### config.mk
export PLATFORM = sky130hd
export DESIGN_NAME = pkt_sf_buffer
export DESIGN_NICKNAME = d
export VERILOG_FILES = /design/src/rtl/pkt_sf_pkg.sv /design/src/rtl/pkt_sf_mem.sv /design/src/rtl/pkt_frame_track.sv /design/src/rtl/pkt_sf_buffer.sv
export SDC_FILE = /design/constraint.sdc
export NUM_CORES = 1
export LEC_CHECK = 0
export BUFFER_PORTS_ARGS = -buffer_cell sky130_fd_sc_hd__buf_2
export CORE_MARGIN = 2
export CORE_UTILIZATION = 39
export CTS_BUF_LIST = sky130_fd_sc_hd__clkbuf_16
export DETAILED_ROUTE_END_ITERATION = 7
export PLACE_DENSITY = 0.53
export SYNTH_ARGS = -nofsm -noshare
export SYNTH_HDL_FRONTEND = slang
export SYNTH_SLANG_ARGS = --single-unit
### constraint.sdc
create_clock -name clk_i -period 6.24 [get_ports clk_i]
set_input_delay 1.248 -clock clk_i [delete_from_list [all_inputs] [get_ports clk_i]]
set_output_delay 1.248 -clock clk_i [all_outputs]
set_load 0.005 [all_outputs]
### src/rtl/pkt_sf_pkg.sv
package pkt_sf_pkg;
  localparam int unsigned WORD_W = 16;

  // payload words for a byte count: ceil(nbytes / 2)
  function automatic logic [WORD_W-1:0] payload_words(input logic [WORD_W-1:0] nbytes);
    logic [WORD_W:0] t;
    t = {1'b0, nbytes} + {{WORD_W{1'b0}}, 1'b1};
    return t[WORD_W:1];
  endfunction
endpackage

### src/rtl/pkt_sf_mem.sv
module pkt_sf_mem #(
  parameter int unsigned W     = 16,
  parameter int unsigned DEPTH = 16,
  parameter int unsigned AW    = 4
) (
  input  logic          clk_i,
  input  logic          we_i,
  input  logic [AW-1:0] waddr_i,
  input  logic [W-1:0]  wdata_i,
  input  logic [AW-1:0] raddr_i,
  output logic [W-1:0]  rdata_o
);
  logic [W-1:0] mem_q [DEPTH];

  always_ff @(posedge clk_i) begin
    if (we_i) mem_q[waddr_i] <= wdata_i;
  end

  // async read: the slot under the read pointer is never overwritten while occupied
  assign rdata_o = mem_q[raddr_i];
endmodule

### src/rtl/pkt_frame_track.sv
module pkt_frame_track
  import pkt_sf_pkg::*;
#(
  parameter int unsigned W = WORD_W
) (
  input  logic         clk_i,
  input  logic         rst_ni,
  input  logic         xfer_i,
  input  logic [W-1:0] word_i,
  output logic         is_hdr_o,
  output logic         last_o
);
  logic         in_body_q;
  logic [W-1:0] rem_q;
  logic [W-1:0] hdr_words;

  assign hdr_words = payload_words(word_i);
  assign is_hdr_o  = !in_body_q;
  assign last_o    = xfer_i && (in_body_q ? (rem_q == W'(1)) : (hdr_words == '0));

  always_ff @(posedge clk_i or negedge rst_ni) begin
    if (!rst_ni) begin
      in_body_q <= 1'b0;
      rem_q     <= '0;
    end else if (xfer_i) begin
      if (!in_body_q) begin
        in_body_q <= (hdr_words != '0);
        rem_q     <= hdr_words;
      end else begin
        if (rem_q == W'(1)) in_body_q <= 1'b0;
        rem_q <= rem_q - W'(1);
      end
    end
  end
endmodule

### src/rtl/pkt_sf_buffer.sv
module pkt_sf_buffer
  import pkt_sf_pkg::*;
#(
  parameter int unsigned DEPTH = 16
) (
  input  logic              clk_i,
  input  logic              rst_ni,
  input  logic [WORD_W-1:0] in_data_i,
  input  logic              in_stb_i,
  output logic              in_ack_o,
  output logic [WORD_W-1:0] out_data_o,
  output logic              out_stb_o,
  input  logic              out_ack_i,
  output logic              overflow_o
);
  localparam int unsigned AW = (DEPTH > 1) ? $clog2(DEPTH) : 1;
  localparam int unsigned CW = $clog2(DEPTH + 1);

  logic [AW-1:0] wptr_q, rptr_q;
  logic [CW-1:0] used_q, used_nxt;
  logic [CW-1:0] pkt_q, pkt_nxt;
  logic          ack_q, ovf_q;
  logic          wr_xfer, rd_xfer;
  logic          wr_hdr, wr_last, rd_hdr, rd_last;

  function automatic logic [AW-1:0] ptr_inc(input logic [AW-1:0] p);
    return (p == AW'(DEPTH - 1)) ? '0 : p + AW'(1);
  endfunction

  assign wr_xfer = in_stb_i && in_ack_o;
  assign rd_xfer = out_stb_o && out_ack_i;

  pkt_sf_mem #(.W(WORD_W), .DEPTH(DEPTH), .AW(AW)) mem_i (
    .clk_i   (clk_i),
    .we_i    (wr_xfer),
    .waddr_i (wptr_q),
    .wdata_i (in_data_i),
    .raddr_i (rptr_q),
    .rdata_o (out_data_o)
  );

  pkt_frame_track #(.W(WORD_W)) wr_trk_i (
    .clk_i    (clk_i),
    .rst_ni   (rst_ni),
    .xfer_i   (wr_xfer),
    .word_i   (in_data_i),
    .is_hdr_o (wr_hdr),
    .last_o   (wr_last)
  );

  pkt_frame_track #(.W(WORD_W)) rd_trk_i (
    .clk_i    (clk_i),
    .rst_ni   (rst_ni),
    .xfer_i   (rd_xfer),
    .word_i   (out_data_o),
    .is_hdr_o (rd_hdr),
    .last_o   (rd_last)
  );

  assign used_nxt = used_q + CW'(wr_xfer) - CW'(rd_xfer);
  assign pkt_nxt  = pkt_q + CW'(wr_last) - CW'(rd_last);

  always_ff @(posedge clk_i or negedge rst_ni) begin
    if (!rst_ni) begin
      wptr_q <= '0;
      rptr_q <= '0;
      used_q <= '0;
      pkt_q  <= '0;
      ack_q  <= 1'b0;
      ovf_q  <= 1'b0;
    end else begin
      if (wr_xfer) wptr_q <= ptr_inc(wptr_q);
      if (rd_xfer) rptr_q <= ptr_inc(rptr_q);
      used_q <= used_nxt;
      pkt_q  <= pkt_nxt;
      // registered ready: can only fall through a write, so it holds until a word is taken
      ack_q  <= (used_nxt < CW'(DEPTH));
      if (wr_xfer && wr_hdr && (32'(payload_words(in_data_i)) >= DEPTH)) ovf_q <= 1'b1;
    end
  end

  assign in_ack_o   = ack_q;
  assign out_stb_o  = (pkt_q != '0);
  assign overflow_o = ovf_q;

  logic unused_rd_hdr;
  assign unused_rd_hdr = rd_hdr;
endmodule

# [Word level (Yosys, flattened, before mapping)]
# Memories as Yosys holds them, arrays and structs flattened.
# Cells that the tools add are included.
[totals] ff_bits=54 ramBits=256 input_bits=20 out_inout_bits=19 elab_cells=51 n_memories=1
[classes] addsub=10 magnitude_cmp=2 eq_ne=4 n_mux=12 reduce_logical=12
[memory_table] memory="mem_i.mem_q" depth=16 word_bits=16 read_ports=1 rd_clocked_by_memory_dff=0 wr=1 line_no="pkt_sf_mem.sv:13" text="logic [W-1:0] mem_q [DEPTH];"
[op_table] cell="16-bit by 1-bit adder with 17-bit output (second input constant)" count=2
[op_table] cell="16-bit by 1-bit == test with 1-bit output (second input constant)" count=2
[op_table] cell="16-bit logical NOT" count=2
[op_table] cell="16-bit two-way mux" count=2
[op_table] cell="16-bit nonzero test" count=2
[op_table] cell="16-bit by 1-bit subtractor with 16-bit output (second input constant)" count=2
[op_table] cell="16-bit by 5-bit >= comparator with 1-bit output (second input constant)" count=1
[op_table] cell="5-bit by 1-bit adder with 5-bit output" count=2
[op_table] cell="5-bit by 1-bit subtractor with 5-bit output" count=2
[op_table] cell="4-bit by 1-bit adder with 4-bit output (second input constant)" count=2
[op_table] cell="4-bit == test (second input constant)" count=2
[op_table] cell="1-bit two-way mux" count=8
[op_table] cell="4-bit two-way mux" count=2
[op_table] cell="1-bit logical AND" count=6
[op_table] cell="5-bit less-than comparator (second input constant)" count=1
[op_table] cell="5-bit nonzero test" count=1
[op_table] cell="1-bit logical NOT" count=1

# [Longest topological paths before layout]
# Gate-level depths: netlist of run 1.
[depth] ltp_word=6 mapped_depth=24 mapped_depth_nobuf=19

# [Cells and area by module]
# From an unflattened synthesis of run 1, not the netlist that was laid out.
[hier_totals] cells_unflattened=983 hier_area_um2=14401.3
[modules_own_cells] module="pkt_sf_mem" n_inst=1 cells_each=416 area_per_inst_um2=9723.1 seq_area_each_um2=7687.4
[modules_own_cells] module="pkt_frame_track" n_inst=2 cells_each=215 area_per_inst_um2=1657.8 seq_area_each_um2=425.4
[modules_own_cells] module="pkt_sf_buffer" n_inst=1 cells_each=137 area_per_inst_um2=1362.6 seq_area_each_um2=500.5

# [Worst setup path before layout of run 1]
# Ideal clock, no wire load.
[synth_timing] path_type="register to register" from="register rptr_q[1]" to="register pkt_q[4]" setup_time_ps=123 arrival_ps=4245 required_time_ps=6117 slack_ps=1872 path_stages_with_launch=24 n_path_buf=5 period_less_slack_ps=4368 cell_sequence="dfrtp_1 > buf_6 > buf_12 > buf_6 > buf_6 > mux4_2 > and2_1 > or3_1 > ha_1 > and2_1 > clkbuf_1 > a21oi_1 > a2bb2oi_1 > a2111oi_2 > and3_1 > a41o_1 > ha_1 > inv_1 > ha_1 > fa_1 > a21oi_1 > nor2_1 > nor2_1 > xnor2_1"
[synth_between] elab_chain_cells=6
[synth_rtl] item="from (decl)" line_no="pkt_sf_buffer.sv:19" text="logic [AW-1:0] wptr_q, rptr_q;"
[synth_rtl] item="from (signal assigned)" line_no="pkt_sf_buffer.sv:73" text="if (rd_xfer) rptr_q <= ptr_inc(rptr_q);"
[synth_rtl] item="memory 16 x 16 bit"
[synth_rtl] item="named net out_data_o[1]" line_no="pkt_sf_buffer.sv:11" text="output logic [WORD_W-1:0] out_data_o,"
[synth_rtl] item="16-bit by 1-bit adder with 17-bit output" line_no="pkt_sf_pkg.sv:7" text="t = {1'b0, nbytes} + {{WORD_W{1'b0}}, 1'b1};"
[synth_rtl] item="16-bit logical NOT" line_no="pkt_frame_track.sv:19" text="assign last_o = xfer_i && (in_body_q ? (rem_q == W'(1)) : (hdr_words == '0));"
[synth_rtl] item="1-bit two-way mux" line_no="pkt_frame_track.sv:19"
[synth_rtl] item="1-bit logical AND" line_no="pkt_frame_track.sv:19"
[synth_rtl] item="5-bit by 1-bit subtractor with 5-bit output" line_no="pkt_sf_buffer.sv:61" text="assign pkt_nxt = pkt_q + CW'(wr_last) - CW'(rd_last);"
[synth_rtl] item="named net pkt_nxt[4]" line_no="pkt_sf_buffer.sv:21" text="logic [CW-1:0] pkt_q, pkt_nxt;"
[synth_rtl] item="to (signal assigned)" line_no="pkt_sf_buffer.sv:75" text="pkt_q <= pkt_nxt;"
[synth_rtl] item="to (decl)" line_no="pkt_sf_buffer.sv:21"
# The timed path passes the listed nets, and every way through them passes these cells.
# A chain may end at the register's enable or synchronous reset.

# [Worst setup path in the final report of run 1]
[layout_timing] from="register rptr_q[2]" to="register pkt_q[4]"
[layout_between] elab_chain_cells=6
[layout_rtl] item="memory 16 x 16 bit"
[layout_rtl] item="16-bit by 1-bit adder with 17-bit output" line_no="pkt_sf_pkg.sv:7"
[layout_rtl] item="16-bit logical NOT" line_no="pkt_frame_track.sv:19"
[layout_rtl] item="1-bit two-way mux" line_no="pkt_frame_track.sv:19"
[layout_rtl] item="1-bit logical AND" line_no="pkt_frame_track.sv:19"
[layout_rtl] item="5-bit by 1-bit subtractor with 5-bit output" line_no="pkt_sf_buffer.sv:61"
[layout_rtl] item="named net pkt_nxt[4]" line_no="pkt_sf_buffer.sv:21"
# The timed path passes the listed nets, and every way through them passes these cells.

==> run metrics, run 1 <==
synth cell count leaders edfxtp_1, nand2_1, dfrtp_1, a21oi_1; hold path depth 1; drt total wl 33,340 um; root buffer cell clkbuf_16; Hold Fails Final Rpt 0; post-route antenna net violation count 0; Mapped Nets around 990; worst vdd ir 0.2632 mV; crit-path max FO 35; clock share of power 28.0%; DR pass1 iterations 5; post-synth top area share 54.90%; outcome complete, no violations; Initial Util about two fifths; initial antenna violation count 0; RSZ-0062 raised after global routing no; Total GRT Usage around 18%; syn_area_per_cell 14.82 um2; clock skew 0.02469 ns; routed len/inst 22.30 um; Starting DRT DRC Count ~570; EDFF count, synth 256; grt ovf 0; Switching Share 33.49%; Seq pwr share 40.5%; routed vias between 8k and 9k; Fmax 199.0 MHz; Post-Place Cells 1,433; Reg2Reg Depth 19; Final Max Tran Viols 0; largest net degree at the start of global routing 53; Clock Pin Slew Worst Setup and Hold Paths about 0.060 ns; CP arrival 5.45 ns; first-pass GRT wire length slightly above 50,000 um; DP HPWL 20,840 um; Site Rows 69; chip height 193.5 um; CTS max path bufs 3; Post-CTS Resized 0; Comb pwr share 31.5%; clock sink count 310; vias in the first global route 8,129; final setup violation count 0; Netlist Area Pre-Place about 14,000 um2; Die Span X 193.5 um; Tightest Pin Transition 1.244 ns; vias per cell between 5 and 6; Cell Count, Final, Fillers Out about 1.5k; H-Tree Depth 2; Area contributors post-synth edfxtp_1, dfrtp_1, mux4_2, ha_1, xnor2_1; post-layout min period 5.025 ns; CTS Buf Count 35; Leak ~5.6 nW; Distinct cells, synth just over 70; # Max-Cap Violations 0; crit share post-route 80.52%; Post-synth ARST share 17.42%; gpl congestion 0.7644; share of layout cells above drive strength 1 18.18%; largest area contributor in the netlist edfxtp_1; Ports 39; buffer count from post-CTS setup fixing 0; # diodes 0; IO buf count 38; WP data required 6.67 ns; Clk Latency, worst-skew pair around 0.52 ns; core footprint 35,480 um2; die area 37,430 um2; Rel. slew slack 17.10%; #FFs+latches synth 310; Fin Setup TNS 0 ns; P&R area growth vs syn 12.82%; Yosys warning total 0; hold_buf cts 0; crit path kind reg -> reg; HP Class reg -> reg; Final nets about 1.1k; CTS tree done; ys flop type edfxtp_1; Int Pwr 4.581 mW; sequential area share after synthesis 64.55%; drc violations 0; pwr dens roughly 440 nW/um2; crit start category register; post-layout util ~45%; Net Sw Power approximately 2.3 mW; most frequent cell after synthesis edfxtp_1; critical path capture point type register; synthesized instance count 945
==> layout by cell type (no fill, tap or decap), types with 15 or more instances in the layout <==
| master | Yosys | routed |
|---|---|---|
| clkbuf_16 | 0 | 37 |
| mux4_2 | 45 | 45 |
| edfxtp_1 | 256 | 256 |
| a21oi_1 | 47 | 47 |
| nor3_1 | 19 | 19 |
| inv_1 | 40 | 47 |
| ha_1 | 22 | 22 |
| nand3_1 | 27 | 27 |
| dfrtp_1 | 54 | 51 |
| mux2i_1 | 22 | 22 |
| nand2_1 | 69 | 69 |
| buf_4 | 9 | 29 |
| xor2_1 | 15 | 15 |
| nor2_1 | 45 | 45 |
| buf_2 | 7 | 38 |
| xnor2_1 | 31 | 31 |
| and2_1 | 19 | 19 |
| o21ai_0 | 31 | 31 |
==> metrics by stage <==
stage               power [mW]  worst slack (ns)  hold WS [ns]  area (um2)
floorplan                4.383             1.872        0.4557       14000
global placement         5.023             1.266        0.4634       14720
detailed placement       5.036             1.190        0.4712       14720
CTS                      6.986             1.121        0.4848       15800
global route             7.298            0.8188        0.5096       15800
finish                   6.888             1.215        0.4811       15800
==> worst max-delay path, stage by stage, from the launching register on <==
cell and delay (ns):
dfrtp_2 0.92, nor2_1 0.27, a221o_1 0.37, a21oi_1 0.16, or3_1 0.17, ha_1 0.18
nand2_1 0.06, a211oi_1 0.56, nand3_1 0.18, a2111oi_2 0.42, and3_1 0.24, a41o_1 0.18
ha_1 0.13, inv_1 0.04, ha_1 0.20, fa_1 0.40, a21oi_1 0.16, nor2_1 0.06
nor2_1 0.12, xnor2_1 0.12
==> worst paths after layout <==
check / start / end / slack, ns
worst max-delay path: rptr_q[2]$_DFFE_PN0P_ / pkt_q[4]$_DFF_PN0_ / 1.22
worst min-delay path: used_q[0]$_DFF_PN0_ / used_q[0]$_DFF_PN0_ / 0.48
worst max register to register: rptr_q[2]$_DFFE_PN0P_ / pkt_q[4]$_DFF_PN0_ / 1.22
worst min register to register: used_q[0]$_DFF_PN0_ / used_q[0]$_DFF_PN0_ / 0.48
max in group asynchronous: rst_ni / rptr_q[1]$_DFFE_PN0P_ / 4.72
min in group asynchronous: rst_ni / rd_trk_i.rem_q[7]$_DFFE_PN0P_ / 0.51
==> cell families (layout without fill, tap and decap cells) <==
| group | after synthesis | count (layout) | synth area share [%] |
|---|---|---|---|
| buffers and inverters | 81 | 170 | 3.038 |
| and+or+nand+nor | 244 | 244 | 8.766 |
| AOI/OAI and AO/OA | 153 | 153 | 7.131 |
| DFF | 310 | 310 | 64.55 |
| xor gates and xnor gates | 46 | 46 | 2.877 |
| muxes | 87 | 87 | 11.38 |
| adders and majority gates | 24 | 24 | 2.252 |
==> final cells by class <==
type	instances	area, um2
clock inverter	25	150.1
tap	461	576.8
fill	3124	19690
sequential	310	9045
multi-input combinational	554	4538
clock buffer	37	925.9
inverter	41	153.9
timing repair buffer	67	407.9
==> power by group through the flow <==
stage | clock network (mW) | registers, mW | logic [mW]
global placement | 0 | 2.83 | 2.19
global route | 2.06 | 2.83 | 2.41
floorplan | 0 | 2.67 | 1.71
CTS | 1.98 | 2.79 | 2.21
finish | 1.93 | 2.79 | 2.17
detailed placement | 0 | 2.83 | 2.20
==> layer usage <==
layer	global-route usage, %	part of all wire, %	up-vias	routed length (um)
met5	0	0	-	0
met4	4.382	1.7	0	556
met3	2.772	4.5	41	1504
met2	29.78	49	170	16210
met1	24.78	45	4120	15070
li1	-	-	3768	-
==> registers in the layout, indices dropped and copies added (netlist names) <==
register and flops:
in_ack_o 1, mem_i.mem_q 256, overflow_o 1, pkt_q 5, rd_trk_i.in_body_q 1, rd_trk_i.rem_q 16, rptr_q 4, used_q 5
wptr_q 4, wr_trk_i.in_body_q 1, wr_trk_i.rem_q 16
Note: power is estimated with default switching activity, not from simulation.
==> inputs of run 2 (changes only) <==
==> constraint.sdc (replaced) <==
create_clock -name clk_i -period 5.1 [get_ports clk_i]
set_input_delay 1.02 -clock clk_i [delete_from_list [all_inputs] [get_ports clk_i]]
set_output_delay 1.02 -clock clk_i [all_outputs]
set_load 0.005 [all_outputs]
==> run metrics, run 2 (synthesis gave the netlist of run 1 again) <==
outcome complete, no violations; Clock Pin Slew Worst Setup and Hold Paths 0.06 ns (about the same); commonest non-fill, non-tap cells in the layout edfxtp_1, nand2_1, dfrtp_1; CP cell instances buf_4 -> mux4_1 -> nand2_1 -> and2_0 -> or3_4 -> a2111oi_2 -> buf_4 -> a41oi_1 -> and3b_1 -> and3_1 -> a41o_1 -> ha_1 -> inv_1 -> ha_1 -> fa_1 -> a21oi_1 -> nor2_1 -> nor2_1 -> xnor2_1; crit share post-route 91.15% (+11 points); drc violations 0 (unchanged); Largest regs mem_i.mem_q x256, rd_trk_i.rem_q x16, wr_trk_i.rem_q x16; buffer count from post-CTS setup fixing 0 (unchanged); vias per cell 5.391 (-0.49%); die area 37,430 um2 (unchanged); Die Span X 193.5 um (unchanged); Leak 5.712 nW (+1.7%); commonest non-fill, non-tap cell in the layout edfxtp_1; Slowest cell on crit path dfrtp_4; chip height 193.5 um (unchanged); root buffer cell clkbuf_16; RSZ-0062 raised after global routing no; H-Tree Depth 2 (unchanged); Rel. slew slack 19.21% (+2.1 points); critical path capture point type register; Tightest Pin Transition 1.212 ns (-0.03166 ns); worst vdd ir 0.3074 mV (+17%); Seq pwr share 39.2% (-1.3 points); slowest stage delay, CP 0.65 ns (-0.27 ns); grt ovf 0 (unchanged); DR pass1 iterations 5 (unchanged); largest net degree at the start of global routing 52 (-1.9%); Fin Setup TNS 0 ns (unchanged); drt total wl 34,050 um (+2.1%); CTS tree done; crit path kind reg -> reg; Int Pwr 5.672 mW (+24%); Post-CTS Resized 0 (unchanged); Starting DRT DRC Count 507 (-11%); HP Class in -> async; # Max-Cap Violations 0 (unchanged); Final Max Tran Viols 0 (unchanged); post-route antenna net violation count 0 (unchanged); Clk Latency, worst-skew pair 0.51 ns (about the same); Net Sw Power 2.838 mW (+23%); initial antenna violation count 1 (+1); first-pass GRT wire length 52,190 um (+3.2%); Largest Register mem_i.mem_q; hold_buf cts 0 (unchanged); Ports 39 (unchanged); IO buf count 38 (unchanged); Final nets 1,070 (+1.6%); CP arrival 5.08 ns (-0.37 ns); Initial Util 39.46% (unchanged); CTS max path bufs 3 (unchanged); # fillers 3,125 (+0.032%); Total Power 8.510 mW (+24%); clock skew 0.01480 ns (-0.009890 ns); Site Rows 69 (unchanged); crit start category register; gpl congestion 0.8040 (+5.2%); P&R area growth vs syn 13.88%; DP HPWL 21,610 um (+3.7%); clock share of power 27.5% (-0.5 points); # diodes 0 (unchanged); post-layout min period 4.648 ns (-0.3762 ns); crit-path max FO 22 (-37%); routed vias 8,151 (+0.64%); Fmax 215.1 MHz (+8.1%); CTS Buf Count 36 (+2.9%); routed len/inst 22.52 um (+0.98%); clock sink count 310 (unchanged); max reg flops 256 (unchanged); Switching Share 33.35% (-0.14 points); core footprint 35,480 um2 (unchanged); share of layout cells above drive strength 1 19.03% (+0.85 points); pwr dens 533.7 nW/um2 (+22%); Total GRT Usage 18.40% (+0.49 points); WP data required 5.53 ns (-1.14 ns); final setup violation count 0 (unchanged); vias in the first global route 8,373 (+3.0%); Hold Fails Final Rpt 0 (unchanged); post-layout util 44.94% (+0.42 points); Comb pwr share 33.4% (+1.9 points)
==> run 2: cell types whose count changed in the layout (fill, tap and decap cells not counted) <==
cell	before	now
clkinv_1	6	8
inv_6	1	0
clkinvlp_4	3	1
clkinv_2	7	6
buf_4	29	42
inv_1	47	50
buf_12	0	3
==> run 2: cell type report <==
cell class              instances  area, um2  area share (%)
clock buffers                  37      925.9           5.807
clock inverters                26      140.1          0.8788
flip-flops and latches        310       9045           56.72
inverters                      41      153.9          0.9652
well taps                     461      576.8           3.617
repair buffers                 83      565.5           3.547
multi-input cells             554       4538           28.46
==> run 2: power by group through the flow <==
stage / combinational [mW] / clock (mW) / sequential (mW)
after floorplan: 2.09 / 0 / 3.27
after global placement: 2.86 / 0 / 3.38
after detailed placement: 2.86 / 0 / 3.38
after CTS: 2.87 / 2.39 / 3.34
after global routing: 3.14 / 2.49 / 3.38
final: 2.84 / 2.34 / 3.33
==> run 2: stage by stage <==
step	instance area, um2	setup slack, ns	cells	hold WS (ns)
2_1_floorplan	14000	0.7320	945	0.4557
3_3_place_gp	14880	0.4442	1449	0.4482
3_5_place_dp	14880	0.4194	1449	0.4565
4_1_cts	15950	0.4174	1512	0.2878
5_1_grt	15950	0.1168	1512	0.2973
6_report	15950	0.4515	1512	0.3019
==> run 2: worst max-delay path: cells and delay by family (launching register included) <==
kind,cells,cell delay (ns)
flops,1,0.65
buf+inv,3,0.51
xor+xnor,1,0.12
simple gates,7,1.23
compound gates,4,0.86
fa+ha+maj,3,0.87
mux,1,0.32
==> run 2: path summary, 6_finish.rpt <==
kind / endpoint / from / slack (ns) / cells past startpoint
max: pkt_q[4]$_DFF_PN0_ / rptr_q[1]$_DFFE_PN0P_ / 0.45 / 19
min: rd_trk_i.rem_q[7]$_DFFE_PN0P_ / rst_ni / 0.30 / 1
max reg2reg: pkt_q[4]$_DFF_PN0_ / rptr_q[1]$_DFFE_PN0P_ / 0.45 / 19
min reg2reg: overflow_o$_DFFE_PN0P_ / overflow_o$_DFFE_PN0P_ / 0.47 / 2
max in group asynchronous: rptr_q[1]$_DFFE_PN0P_ / rst_ni / 3.81 / 2
min in group clk_i: overflow_o$_DFFE_PN0P_ / overflow_o$_DFFE_PN0P_ / 0.47 / 2
==> run 2: per-layer routing <==
layer / routed length, um / global-route usage, %
met5: 0 / 0
met4: 467 / 3.986
met3: 1415 / 2.615
met2: 16370 / 30.40
met1: 15800 / 26.02
==> inputs of run 3 (changes only) <==
--- a/config.mk
+++ b/config.mk
@@ -10,6 +10,7 @@
 export CORE_UTILIZATION = 39
 export CTS_BUF_LIST = sky130_fd_sc_hd__clkbuf_16
 export DETAILED_ROUTE_END_ITERATION = 7
+export GPL_TIMING_DRIVEN = 0
 export PLACE_DENSITY = 0.53
 export SYNTH_ARGS = -nofsm -noshare
 export SYNTH_HDL_FRONTEND = slang
==> run metrics, run 3 (synthesis gave the netlist of run 1 again) <==
global routing met1 resource utilization 27.60% (+1.6 points); CTS max path bufs 3 (unchanged); max reg flops 256 (unchanged); drt total wl 35,420 um (+4.0%); CTS Buf Count 36 (unchanged); # fillers 3,150 (+0.80%); Site Rows 69 (unchanged); post-route antenna net violation count 0 (unchanged); crit path kind reg -> reg; Ports 39 (unchanged); Final nets 1,064 (-0.56%); final worst slack 0.2221 ns (-0.2294 ns); Rel. slew slack 14.70% (-4.5 points); hold_buf cts 0 (unchanged); CP cell instances buf_6 -> buf_12 -> buf_12 -> buf_6 -> mux4_2 -> and2_1 -> or3_1 -> ha_1 -> nand2_1 -> a211oi_2 -> or3_1 -> a2111oi_4 -> and3_1 -> a41o_1 -> ha_1 -> inv_1 -> ha_1 -> fa_1 -> a21oi_1 -> nor2_1 -> nor2_1 -> xnor2_1; die area 37,430 um2 (unchanged); # diodes 0 (unchanged); initial antenna violation count 1 (unchanged); Initial Util 39.46% (unchanged); gpl congestion 0.7967 (-0.91%); share of layout cells above drive strength 1 17.32% (-1.7 points); drc violations 0 (unchanged); final setup violation count 0 (unchanged); clock sink count 310 (unchanged); crit-path max FO 10 (-55%); post-layout min period 4.878 ns (+0.2294 ns); crit share post-route 95.64% (+4.5 points); Area after DPL 14,770 um2 (-0.74%); core footprint 35,480 um2 (unchanged); vias per cell 5.541 (+2.8%); met3 Usage GRT 2.685% (+0.070 points); outcome complete, no violations; crit start category register; commonest non-fill, non-tap cell in the layout edfxtp_1; Starting DRT DRC Count 581 (+15%); grt ovf 0 (unchanged); pwr dens 547.6 nW/um2 (+2.6%); Slowest cell on crit path or3_1; worst slack, placed -0.1323 ns (-0.5517 ns); CTS tree done; Most Crowded Layer GR met2; Finished Cell Area 15,900 um2 (-0.31%); root buffer cell clkbuf_16; routed len/inst 23.52 um (+4.4%); P&R area growth vs syn 13.52%; vias in the first global route 8,485 (+1.3%); Hold Fails Final Rpt 0 (unchanged); # Max-Cap Violations 0 (unchanged); CP arrival 5.31 ns (+0.23 ns); first-pass GRT wire length 53,940 um (+3.4%); routed vias 8,344 (+2.4%); DR pass1 iterations 5 (unchanged); clock skew 0.01924 ns (+0.004442 ns); DP HPWL 22,760 um (+5.4%); HP Class reg -> reg; Final Max Tran Viols 0 (unchanged); Largest regs mem_i.mem_q x256, rd_trk_i.rem_q x16, wr_trk_i.rem_q x16; Tightest Pin Transition 1.279 ns (+0.06765 ns); Clk Latency, worst-skew pair 0.51 ns (about the same); post-layout util 44.80% (-0.14 points); Fmax 205.0 MHz (-4.7%); chip height 193.5 um (unchanged); Crit path max-delay family simple AND/OR/NAND/NOR gates; WP data required 5.53 ns (about the same); worst vdd ir 0.3038 mV (-1.2%); Largest Register mem_i.mem_q; Leak 5.639 nW (-1.3%); most used cell along the critical path ha_1; commonest non-fill, non-tap cells in the layout edfxtp_1, nand2_1, dfrtp_1; Total GRT Usage 19.10% (+0.70 points); IO buf count 38 (unchanged); crit path buf inv count 5 (+2); Clock Pin Slew Worst Setup and Hold Paths 0.06 ns (about the same); slowest stage delay, CP 0.44 ns (-0.21 ns); GR Util met2 30.78% (+0.38 points); largest net degree at the start of global routing 55 (+5.8%); H-Tree Depth 2 (unchanged); Total Power 8.705 mW (+2.3%); Die Span X 193.5 um (unchanged); critical path capture point type register
[run 3: cell count changes in the layout (fill, tap and decap cells not counted), moves of 3 or more]
cell,delta
buf_2,+7
dfrtp_1,+3
buf_4,-32
buf_6,+3
clkbuf_1,+13
[run 3: final timing paths]
kind | from | endpoint | slack [ns] | depth (start not counted)
min | overflow_o$_DFFE_PN0P_ | overflow_o$_DFFE_PN0P_ | 0.47 | 2
min reg2reg | overflow_o$_DFFE_PN0P_ | overflow_o$_DFFE_PN0P_ | 0.47 | 2
max | rptr_q[1]$_DFFE_PN0P_ | pkt_q[4]$_DFF_PN0_ | 0.22 | 22
min in group asynchronous | rst_ni | rd_trk_i.rem_q[4]$_DFFE_PN0P_ | 0.56 | 1
max reg2reg | rptr_q[1]$_DFFE_PN0P_ | pkt_q[4]$_DFF_PN0_ | 0.22 | 22
max in group asynchronous | rst_ni | used_q[1]$_DFF_PN0_ | 3.97 | 1
[run 3: repair_timing]
item / 4_1_cts / 5_1_grt
resized for setup: 3 / 10
pin swaps: 0 / 1
setup endpoints to repair: 1 / 4
buffers inserted: 0 / 0
[run 3: through the flow]
stage | setup TNS, ns | instances | hold slack [ns]
final | 0 | 1506 | 0.4666
after detailed placement | -0.1323 | 1444 | 0.4574
after floorplan | 0 | 945 | 0.4557
after CTS | 0 | 1507 | 0.4717
after global placement | -0.1018 | 1444 | 0.4552
after global routing | -0.02990 | 1506 | 0.5128
[run 3: worst reg2reg max path: cells and delay by family, from the launching register on]
family	cells	cell delay, ns
xor gates and xnor gates	1	0.12
muxes	1	0.32
AOI/OAI and AO/OA	4	0.79
DFF	1	0.37
buffers and inverters	5	0.74
and+or+nand+nor	7	1.48
adders and majority gates	4	0.97
[run 3: routing by layer]
layer,part of all wire (%),vias to the layer above
met5,0,-
met2,47,197
met3,4.5,46
met4,1.7,0
met1,47,4296
li1,-,3805
[run 3: where the power goes]
part / total [mW] / switching (mW) / internal [mW]
clock network: 2.38 / 0.988 / 1.39
registers: 3.28 / 0.210 / 3.07
logic: 3.05 / 1.78 / 1.26
total: 8.70 / 2.98 / 5.72
[run 3: final cells by class]
class	count	area (um2)	share of cell area (%)
clock buffers	38	950.9	5.982
well taps	461	576.8	3.629
clock inverters	25	132.6	0.8344
multi-input cells	554	4572	28.76
plain buffers	39	277.8	1.747
repair buffers	38	192.7	1.212
flip-flops and latches	310	9039	56.86
inverters	41	153.9	0.9682
